===== config.mk =====
export PLATFORM = sky130hd
export DESIGN_NAME = mtc_top
export DESIGN_NICKNAME = d
export VERILOG_FILES = /design/src/rtl/mtc_pkg.sv /design/src/rtl/mtc_edge_sync.sv /design/src/rtl/mtc_prescaler.sv /design/src/rtl/mtc_half.sv /design/src/rtl/mtc_top.sv
export SDC_FILE = /design/constraint.sdc
export NUM_CORES = 1
export LEC_CHECK = 0
export ABC_AREA = 1
export BUFFER_PORTS_ARGS = -buffer_cell sky130_fd_sc_hd__buf_2
export CAP_MARGIN = 0
export CORE_AREA = 5 5 112 114
export DETAILED_ROUTE_END_ITERATION = 8
export DIE_AREA = 0 0 117 119
export PLACE_DENSITY = 0.62
export SYNTH_ARGS = -nofsm -noshare
export SYNTH_HDL_FRONTEND = slang
export SYNTH_SLANG_ARGS = --single-unit

===== constraint.sdc =====
create_clock -name clk -period 3.3 [get_ports clk]
set_input_delay 0.66 -clock clk [delete_from_list [all_inputs] [get_ports clk]]
set_output_delay 0.66 -clock clk [all_outputs]
set_load 0.02 [all_outputs]

===== src/rtl/mtc_pkg.sv =====
package mtc_pkg;
    typedef enum logic [1:0] {
        MODE_SPLIT_TT = 2'b00,
        MODE_SPLIT_TE = 2'b01,
        MODE_CASC_T   = 2'b10,
        MODE_CASC_E   = 2'b11
    } mtc_mode_e;

    localparam logic [1:0] ADDR_PRESC = 2'd0;
    localparam logic [1:0] ADDR_MLO   = 2'd1;
    localparam logic [1:0] ADDR_MHI   = 2'd2;

    typedef struct packed {
        logic flag_lo;
        logic flag_hi;
    } mtc_flags_t;
endpackage


===== src/rtl/mtc_edge_sync.sv =====
module mtc_edge_sync #(
    parameter int STAGES = 2
) (
    input  logic clk,
    input  logic rst_n,
    input  logic pin,
    output logic rise
);
    localparam int SW = STAGES + 1;

    logic [SW-1:0] sh_d, sh_q;

    always_comb begin
        sh_d = {sh_q[SW-2:0], pin};
    end

    always_ff @(posedge clk or negedge rst_n) begin
        if (!rst_n) sh_q <= '0;
        else        sh_q <= sh_d;
    end

    assign rise = sh_q[SW-2] & ~sh_q[SW-1];

    // a detected edge lasts a single cycle
    assert_rise_single_R4: assert property (@(posedge clk) disable iff (!rst_n)
        rise |=> !rise);
endmodule


===== src/rtl/mtc_prescaler.sv =====
module mtc_prescaler #(
    parameter int W = 8
) (
    input  logic         clk,
    input  logic         rst_n,
    input  logic         run,
    input  logic         load,
    input  logic [W-1:0] load_val,
    output logic         tick
);
    localparam logic [W-1:0] ONE = W'(1);

    typedef struct packed {
        logic [W-1:0] div;
        logic [W-1:0] cnt;
    } ps_state_t;

    ps_state_t st_d, st_q;

    assign tick = run && (st_q.cnt == st_q.div);

    always_comb begin
        st_d = st_q;
        if (!run)      st_d.cnt = '0;
        else if (tick) st_d.cnt = '0;
        else           st_d.cnt = st_q.cnt + ONE;
        if (load)      st_d.div = load_val;
    end

    always_ff @(posedge clk or negedge rst_n) begin
        if (!rst_n) st_q <= '0;
        else        st_q <= st_d;
    end

    // with a divider above zero, two pulses never come back to back
    assert_tick_gap_R2: assert property (@(posedge clk) disable iff (!rst_n)
        (tick && st_q.div != '0 && !load) |=> !tick);
    // no pulse while stopped
    assert_tick_stopped_R2: assert property (@(posedge clk) disable iff (!rst_n)
        !run |-> !tick);
endmodule


===== src/rtl/mtc_half.sv =====
module mtc_half #(
    parameter int W = 8
) (
    input  logic         clk,
    input  logic         rst_n,
    input  logic         en,
    input  logic         match_wr,
    input  logic         clr_cnt,
    input  logic [W-1:0] wdata,
    input  logic         cap_stb,
    output logic [W-1:0] cnt,
    output logic [W-1:0] cap,
    output logic         wrap
);
    localparam logic [W-1:0] ONE = W'(1);

    typedef struct packed {
        logic [W-1:0] match;
        logic [W-1:0] cnt;
        logic [W-1:0] cap;
    } half_state_t;

    half_state_t st_d, st_q;

    assign wrap = (st_q.cnt == st_q.match);
    assign cnt  = st_q.cnt;
    assign cap  = st_q.cap;

    always_comb begin
        st_d = st_q;
        if (en)       st_d.cnt   = wrap ? '0 : st_q.cnt + ONE;
        if (match_wr) st_d.match = wdata;
        if (clr_cnt)  st_d.cnt   = '0;
        if (cap_stb)  st_d.cap   = st_q.cnt;
    end

    always_ff @(posedge clk or negedge rst_n) begin
        if (!rst_n) st_q <= '0;
        else        st_q <= st_d;
    end

    assert_reload_R3: assert property (@(posedge clk) disable iff (!rst_n)
        (en && wrap && !clr_cnt) |=> (cnt == '0));
    assert_step_R3: assert property (@(posedge clk) disable iff (!rst_n)
        (en && !wrap && !clr_cnt) |=> (cnt == $past(cnt) + ONE));
    assert_hold_R11: assert property (@(posedge clk) disable iff (!rst_n)
        (!en && !clr_cnt) |=> $stable(cnt));
    assert_capture_R7: assert property (@(posedge clk) disable iff (!rst_n)
        cap_stb |=> (cap == $past(cnt)));
endmodule


===== src/rtl/mtc_top.sv =====
module mtc_top
    import mtc_pkg::*;
#(
    parameter int W           = 8,
    parameter int SYNC_STAGES = 2
) (
    input  logic         clk,
    input  logic         rst_n,
    input  logic         run,
    input  logic [1:0]   mode,
    input  logic         wr_en,
    input  logic [1:0]   wr_addr,
    input  logic [W-1:0] wr_data,
    input  logic [1:0]   flag_clr,
    input  logic         evt_in,
    input  logic         cap_lo_in,
    input  logic         cap_hi_in,
    output logic         presc_tick,
    output logic [W-1:0] cnt_lo,
    output logic [W-1:0] cnt_hi,
    output logic [W-1:0] cap_lo,
    output logic [W-1:0] cap_hi,
    output logic         irq_lo,
    output logic         irq_hi
);
    localparam int NPIN  = 3;
    localparam int NHALF = 2;

    logic [NPIN-1:0]  pin_vec, rise_vec;
    logic             ev_en, cap_ev_lo, cap_ev_hi, casc;
    logic [NHALF-1:0] en_v, mwr_v, clr_v, stb_v, wrap_v;
    logic [W-1:0]     cnt_v [NHALF];
    logic [W-1:0]     cap_v [NHALF];
    mtc_mode_e        mode_e;
    mtc_flags_t       fl_d, fl_q;

    assign pin_vec   = {cap_hi_in, cap_lo_in, evt_in};
    assign ev_en     = rise_vec[0] & run;
    assign cap_ev_lo = rise_vec[1];
    assign cap_ev_hi = rise_vec[2];
    assign mode_e    = mtc_mode_e'(mode);
    assign casc      = mode[1];

    for (genvar gi = 0; gi < NPIN; gi++) begin : g_sync
        mtc_edge_sync #(.STAGES(SYNC_STAGES)) u_sync (
            .clk (clk),
            .rst_n (rst_n),
            .pin (pin_vec[gi]),
            .rise (rise_vec[gi])
        );
    end

    mtc_prescaler #(.W(W)) u_presc (
        .clk      (clk),
        .rst_n    (rst_n),
        .run      (run),
        .load     (wr_en && wr_addr == ADDR_PRESC),
        .load_val (wr_data),
        .tick     (presc_tick)
    );

    always_comb begin
        unique case (mode_e)
            MODE_SPLIT_TT: en_v = {presc_tick, presc_tick};
            MODE_SPLIT_TE: en_v = {ev_en, presc_tick};
            MODE_CASC_T:   en_v = {presc_tick & wrap_v[0], presc_tick};
            MODE_CASC_E:   en_v = {ev_en & wrap_v[0], ev_en};
            default:       en_v = '0;
        endcase
        mwr_v = {wr_en && wr_addr == ADDR_MHI, wr_en && wr_addr == ADDR_MLO};
        clr_v = mwr_v & {NHALF{~run}};
        stb_v = casc ? {NHALF{cap_ev_lo | cap_ev_hi}} : {cap_ev_hi, cap_ev_lo};
    end

    for (genvar gh = 0; gh < NHALF; gh++) begin : g_half
        mtc_half #(.W(W)) u_half (
            .clk      (clk),
            .rst_n    (rst_n),
            .en       (en_v[gh]),
            .match_wr (mwr_v[gh]),
            .clr_cnt  (clr_v[gh]),
            .wdata    (wr_data),
            .cap_stb  (stb_v[gh]),
            .cnt      (cnt_v[gh]),
            .cap      (cap_v[gh]),
            .wrap     (wrap_v[gh])
        );
    end

    always_comb begin
        fl_d = fl_q;
        if (flag_clr[0]) fl_d.flag_lo = 1'b0;
        if (flag_clr[1]) fl_d.flag_hi = 1'b0;
        if (!casc && en_v[0] && wrap_v[0]) fl_d.flag_lo = 1'b1;
        if (en_v[1] && wrap_v[1])          fl_d.flag_hi = 1'b1;
    end

    always_ff @(posedge clk or negedge rst_n) begin
        if (!rst_n) fl_q <= '0;
        else        fl_q <= fl_d;
    end

    assign cnt_lo = cnt_v[0];
    assign cnt_hi = cnt_v[1];
    assign cap_lo = cap_v[0];
    assign cap_hi = cap_v[1];
    assign irq_lo = fl_q.flag_lo;
    assign irq_hi = fl_q.flag_hi;

    // cascaded modes never raise the low flag
    assert_casc_no_lo_R5: assert property (@(posedge clk) disable iff (!rst_n)
        (casc && !irq_lo) |=> !irq_lo);
    // match write while stopped zeroes the low count
    assert_wr_clear_R9: assert property (@(posedge clk) disable iff (!rst_n)
        (!run && wr_en && wr_addr == ADDR_MLO) |=> (cnt_lo == '0));
    // a clear with no wrap on that enable drops the high flag
    assert_flag_clr_R10: assert property (@(posedge clk) disable iff (!rst_n)
        (flag_clr[1] && !(en_v[1] && wrap_v[1])) |=> !irq_hi);
    // cascaded capture stores both halves together
    assert_casc_cap_R8: assert property (@(posedge clk) disable iff (!rst_n)
        (casc && (cap_ev_lo || cap_ev_hi)) |=> (cap_lo == $past(cnt_lo) && cap_hi == $past(cnt_hi)));
endmodule


==> flow_summary_export.csv, run 1 <==
group,metric,value,unit
power,swShare,0.351,
global_route,antenna_found_initial,0,
cts,cts_sinks,75,
drt,drc,0,
logic_synthesis,ys_seq_area_frac,0.483,
logic_synthesis,yosysWarningCount,0,
worst_setup_path,crit_path_end_kind,"output pin",
logic_synthesis,synth_fp_nets,488,
logic_synthesis,async_flop_share,1.00,
run,cap_viol_max_count,0,
global_route,grt_overflow,0,
worst_setup_path,r2r_start,"g_half[0].u_half.cnt[6]",
logic_synthesis,netlist_area,3880,µm²
cts,cts_setup_buffers,0,
worst_setup_path,startpoint_type,"flop",
global_route,grt_max_degree,76,
power,power.internal,1920,µW
place,gp_congestion,0.842,
sta,setup_viol,0,
sta,fmax,456,MHz
sta,fin_crit_sh,0.664,
drt,drtAntennaViolNets,0,
worst_hold_path,hold_start,"g_sync[0].u_sync.sh_q[0]",
power,leakagePower,0.00230,µW
worst_setup_path,crit_type,"flop to output pin",
worst_hold_path,worstHoldPathType,"flop to flop",
die,coreArea,11300,µm²
final_layout,fin_nets,519,
power,seqPwrFrac,0.423,
sta,rsz0062_at_grt,"no",
final_layout,drive_gt1_frac,0.210,
die,die_h,119,µm
final_layout,final_cell_mix,"nand2_1 (104), dfrtp_1 (75), inv_1 (56)",
worst_setup_path,rr_endpoint,"irq_hi",
cts,max-clock-path-buffers,2,
logic_synthesis,synthesis.instances,464,
worst_hold_path,min_to,"g_sync[0].u_sync.sh_q[1]",
cts,clock_latency,0.33,ns
cts,cts_root_buf,"clkbuf_16",
power,power_frac_comb,0.270,
worst_setup_path,required,2.64,ns
power,clkPwrFrac,0.306,
sta,slew_headroom,0.359,
drt,dr_total_vias,2967,
power,irDropWorstVdd,0.339,mV
final_layout,diodes,0,
die,dieArea,13900,µm²
cts,cts_tree,"built",
die,die_w,117,µm
sta,tightest_slew,0.961,ns
drt,initialDrtViolationCount,191,
sta,slew_viol_final,0,
drt,drt_wl_total,8350,µm
global_route,first_global_vias,2823,
cts,cts_hold_buf,0,
final_layout,area_growth_syn_to_layout,12.7,%
cts,clk_pin_slew,0.05,ns
sta,setup-tns-final,0,ns
drt,drt-pass1-iter-count,4,
place,io_buffers,55,
sta,fin_skew,0.00719,ns
final_layout,final_common_cell,"nand2_1",
worst_setup_path,worst-endpoint-arrival,1.53,ns
power,p_per_area,677,nW/µm²
cts,numCtsBuffers,9,
power,p_switching,1040,µW
place,dpl.cell_count,627,
worst_setup_path,rr_worst_depth,8,
drt,vias_per_cell,4.61,
worst_hold_path,hold_depth,0,
die,row_count,39,
logic_synthesis,synth_cell_types,36,
cts,post_cts_resized,0,
global_route,grt_pass1_wl,14100,µm
place,dpl_cell_area,4100,µm²
die,ios,56,
sta,hold_viol_final,0,
global_route,track_usage,0.129,
outcome,status,"finished, final reports clean",
worst_setup_path,r2r_setup_slack,1.64,ns
drt,wire_per_inst,13.0,µm
logic_synthesis,avgSynthCellArea,8.37,µm²
die,start_util,0.343,
logic_synthesis,yosys_register_bits,75,
power,total_power,2960,µW
worst_setup_path,cp_max_fo,4,
place,post-dp-hpwl,6200,µm
logic_synthesis,synth_edf_count,0,
logic_synthesis,synthFlopType,"dfrtp_1",
cts,cts.htree.levels,3,
final_layout,design_area,4380,µm²
final_layout,fin_cells,643,
sta,min_period,2.19,ns
-- layer usage --
layer | GRT usage | wire length (µm)
met1 | 0.187 | 3980
met2 | 0.184 | 3660
met3 | 0.0350 | 600
met4 | 0.0452 | 106
met5 | 0 | 0
-- synth_stat cells (2+ instances only) --
master,number,area share
nand2_1,104,0.10
dfrtp_1,75,0.48
inv_1,56,0.054
nor2_1,38,0.037
buf_4,32,0.062
o21ai_0,28,0.036
nand3_1,24,0.031
a21oi_1,17,0.022
xor2_1,15,0.034
nand4_1,9,0.015
nor3_1,7,0.0090
inv_2,6,0.0058
o21ai_1,5,0.0064
or2_2,5,0.0081
clkbuf_1,4,0.0039
xnor2_1,4,0.0090
ha_1,3,0.0097
mux2_2,3,0.0087
nand2_2,3,0.0048
nor2_2,3,0.0048
nor4_1,3,0.0048
a21oi_2,2,0.0045
buf_2,2,0.0026
nand2_4,2,0.0058
nand3_4,2,0.0090
or2_0,2,0.0032
-- registers in the layout, summed over array words and instances, names as in the netlist --
| signal | count |
|---|---|
| g_half.u_half.cap | 16 |
| g_half.u_half.cnt | 16 |
| g_half.u_half.st_q | 16 |
| u_presc.st_q | 16 |
| g_sync.u_sync.sh_q | 9 |
| irq_hi | 1 |
| irq_lo | 1 |
-- layout make-up --
| type | instances | area [µm²] |
|---|---|---|
| Tap cell | 143 | 179 |
| Timing Repair Buffer | 58 | 300 |
| Clock buffer | 11 | 253 |
| Fill cell | 1149 | 6940 |
| Inverter | 62 | 233 |
| Multi-Input combinational cell | 289 | 1510 |
| Sequential cell | 75 | 1880 |
| Clock inverter | 5 | 27.5 |
-- how the worst max path moves through the flow --
stage / from / endpoint / slack, ns
floorplan: run / presc_tick / 1.49
global placement: wr_addr[0] / g_half[1].u_half.cnt[6] / 1.16
detailed placement: wr_addr[0] / g_half[1].u_half.cnt[1] / 1.07
CTS: u_presc.st_q[6] / presc_tick / 1.09
global route: u_presc.st_q[11] / presc_tick / 0.97
finish: u_presc.st_q[2] / presc_tick / 1.11
-- power groups by stage --
stage / Sequential (µW) / Clock (µW) / Combinational, µW
after detailed placement: 1270 / 0 / 809
after global routing: 1280 / 977 / 905
after floorplan: 1220 / 0 / 736
after CTS: 1260 / 939 / 813
after global placement: 1270 / 0 / 792
final: 1250 / 908 / 802
-- worst max-delay path, stage by stage, from the launching register on --
cell	delay [ns]
dfrtp_1	0.44
xor2_1	0.20
nand2b_1	0.16
nor2_2	0.19
buf_2	0.20
-- metrics by stage --
step	worst slack [ns]	hold slack [ns]	utilization
finish	1.11	0.347	0.387
global route	0.967	0.371	0.387
CTS	1.09	0.350	0.387
detailed placement	1.07	0.336	0.362
global placement	1.16	0.334	0.362
floorplan	1.49	0.331	-
-- kinds of logic after synthesis --
group                    Yosys count  synth area share
AO/OA/AOI/OAI                     56            0.0793
adder cells (fa/ha/maj)            3           0.00967
flip-flops                        75             0.483
multiplexers                       3           0.00870
AND/OR/NAND/NOR                  208             0.248
XOR/XNOR                          19            0.0429
buffers and inverters            100             0.128
No activity file was read; power rests on OpenSTA's default activity.
==> inputs of run 2 (changes only) <==
--- a/config.mk
+++ b/config.mk
@@ -11,7 +11,7 @@
 export CORE_AREA = 5 5 112 114
 export DETAILED_ROUTE_END_ITERATION = 8
 export DIE_AREA = 0 0 117 119
-export PLACE_DENSITY = 0.62
+export PLACE_DENSITY = 0.64
 export SYNTH_ARGS = -nofsm -noshare
 export SYNTH_HDL_FRONTEND = slang
 export SYNTH_SLANG_ARGS = --single-unit
==> constraint.sdc (replaced) <==
create_clock -name clk -period 2 [get_ports clk]
set_input_delay 0.4 -clock clk [delete_from_list [all_inputs] [get_ports clk]]
set_output_delay 0.4 -clock clk [all_outputs]
set_load 0.02 [all_outputs]
==> run 2 against run 1 <==
Via count increased by 2.5%. Non-clock buffer count increased by 6. Clock-buffer cell count fell by 1. Sequential cell count did not move. Cell count increased by 0.93%. Register-to-register slack worse by 1.4 ns. Critical path depth grew 2. Core utilization increased by 0.52 points. Combinational power rose by 67%. Critical endpoint unchanged.
==> flow_summary_export.csv, run 2 (synthesis gave the netlist of run 1 again) <==
group,metric,value,unit
worst_setup_path,crit_type,"flop to output pin",
final_layout,seqCellArea,1880,µm²
global_route,track_usage,0.133,
worst_setup_path,required,1.60,ns
final_layout,drive_gt1_frac,0.223,
worst_setup_path,critPathTopFamily,"flip-flops",
die,dieArea,13900,µm²
cts,cts_sinks,75,
power,p_per_area,1100,nW/µm²
cts,cts_hold_buf,0,
place,place_ws,0.359,ns
final_layout,final_core_util,0.392,
worst_setup_path,path_cells,"inv_2, o21ai_0, nor2_1, nand3_1, nor2_4, buf_4",
sta,tightest_slew,0.517,ns
final_layout,multiInputGateArea,1520,µm²
sta,slew_headroom,0.654,
global_route,grt_pass1_wl,14400,µm
die,coreArea,11300,µm²
worst_setup_path,slowest_stage,"dfrtp_1",
run,cap_viol_max_count,0,
place,gp_congestion,0.871,
final_layout,area_growth_syn_to_layout,14.2,%
drt,vias_per_cell,4.68,
cts,clk_pin_slew,0.06,ns
sta,setup-tns-final,0,ns
die,row_count,39,
drt,drt_wl_total,8590,µm
cts,numCtsBuffers,9,
global_route,grt_overflow,0,
die,start_util,0.343,
drt,drt-pass1-iter-count,4,
worst_setup_path,startpoint_type,"flop",
drt,dr_total_vias,3040,
sta,slew_viol_final,0,
worst_setup_path,worst-endpoint-arrival,1.46,ns
cts,cts_root_buf,"clkbuf_16",
worst_setup_path,crit_buf_inv,2,
final_layout,final_cell_mix,"nand2_1 (103), dfrtp_1 (75), inv_1 (54)",
drt,drc,0,
die,die_h,119,µm
sta,rsz0062_at_grt,"no",
drt,drtAntennaViolNets,0,
sta,fin_skew,0.00961,ns
cts,max-clock-path-buffers,2,
global_route,grt_max_degree,43,
place,io_buffers,55,
sta,fmax,537,MHz
cts,cts.htree.levels,3,
global_route,first_global_vias,2923,
final_layout,diodes,0,
die,ios,56,
final_layout,fin_nets,525,
final_layout,final_common_cell,"nand2_1",
sta,setup_viol,0,
final_layout,num-fill-cells,1159,
die,die_w,117,µm
global_route,antenna_found_initial,0,
worst_hold_path,worstHoldPathType,"input port to asynchronous set/reset pin",
worst_setup_path,cp_max_fo,4,
outcome,status,"finished, final reports clean",
worst_setup_path,crit_path_start,"u_presc.st_q[0]",
cts,cts_tree,"built",
drt,initialDrtViolationCount,196,
worst_setup_path,crit_path_max_incr_delay,0.41,ns
drt,wire_per_inst,13.2,µm
worst_setup_path,r2r_start,"u_presc.st_q[2]",
sta,min_period,1.86,ns
power,irDropWorstVdd,0.745,mV
power,leakagePower,0.00233,µW
cts,clock_latency,0.34,ns
sta,hold_viol_final,0,
place,post-dp-hpwl,6480,µm
worst_setup_path,crit_path_end_kind,"output pin",
sta,fin_crit_sh,0.931,
sta,fin_ws,0.138,ns
run 2: cell types whose count changed in the layout (fill, tap and decap cells not counted), moves of 2 or more:
cell and delta:
inv_1 -2, clkbuf_8 -2, inv_2 +2, buf_4 +6, clkinv_4 +2, clkinv_2 -2
run 2: path summary, 6_finish.rpt:
check                      slack (ns)                       end  cells after the start
setup / recovery                 0.14                presc_tick                      6
hold / removal                  0.009          u_presc.st_q[14]                      1
setup reg to reg                 0.26   g_half[1].u_half.cnt[3]                      8
hold reg to reg                  0.35  g_sync[2].u_sync.sh_q[1]                      0
max in group asynchronous        1.41  g_sync[2].u_sync.sh_q[0]                      2
min in group clk                 0.16  g_sync[0].u_sync.sh_q[0]                      1
run 2: power breakdown:
group	switching (µW)	internal [µW]
Sequential	272	1790
Clock	645	839
Combinational	843	493
run 2: timing repair:
| item | CTS | global route |
|---|---|---|
| endpoints found under the setup margin | 0 | 1 |
| resized for setup | 0 | 5 |
| setup buffers | 0 | 2 |
run 2: cell type report:
class | instances | share of cell area
clock inverter | 6 | 0.00959
tap | 143 | 0.0403
timing repair buffer | 64 | 0.0812
sequential | 75 | 0.423
clock buffer | 10 | 0.0516
multi-input combinational | 289 | 0.342
inverter | 62 | 0.0525
run 2: routing by layer:
layer | wire length, µm | GRT usage
met4 | 77 | 0.0380
met1 | 4060 | 0.183
met2 | 3780 | 0.194
met3 | 671 | 0.0527
met5 | 0 | 0
run 2: metrics by stage:
stage	std cells	hold WS, ns	instance area [µm²]	total power [µW]
global route	649	0.0311	4440	5230
detailed placement	631	0.337	4140	3440
floorplan	464	0.104	3880	3220
finish	649	0.00865	4440	4890
global placement	631	0.336	4140	3400
CTS	647	0.0152	4410	4950
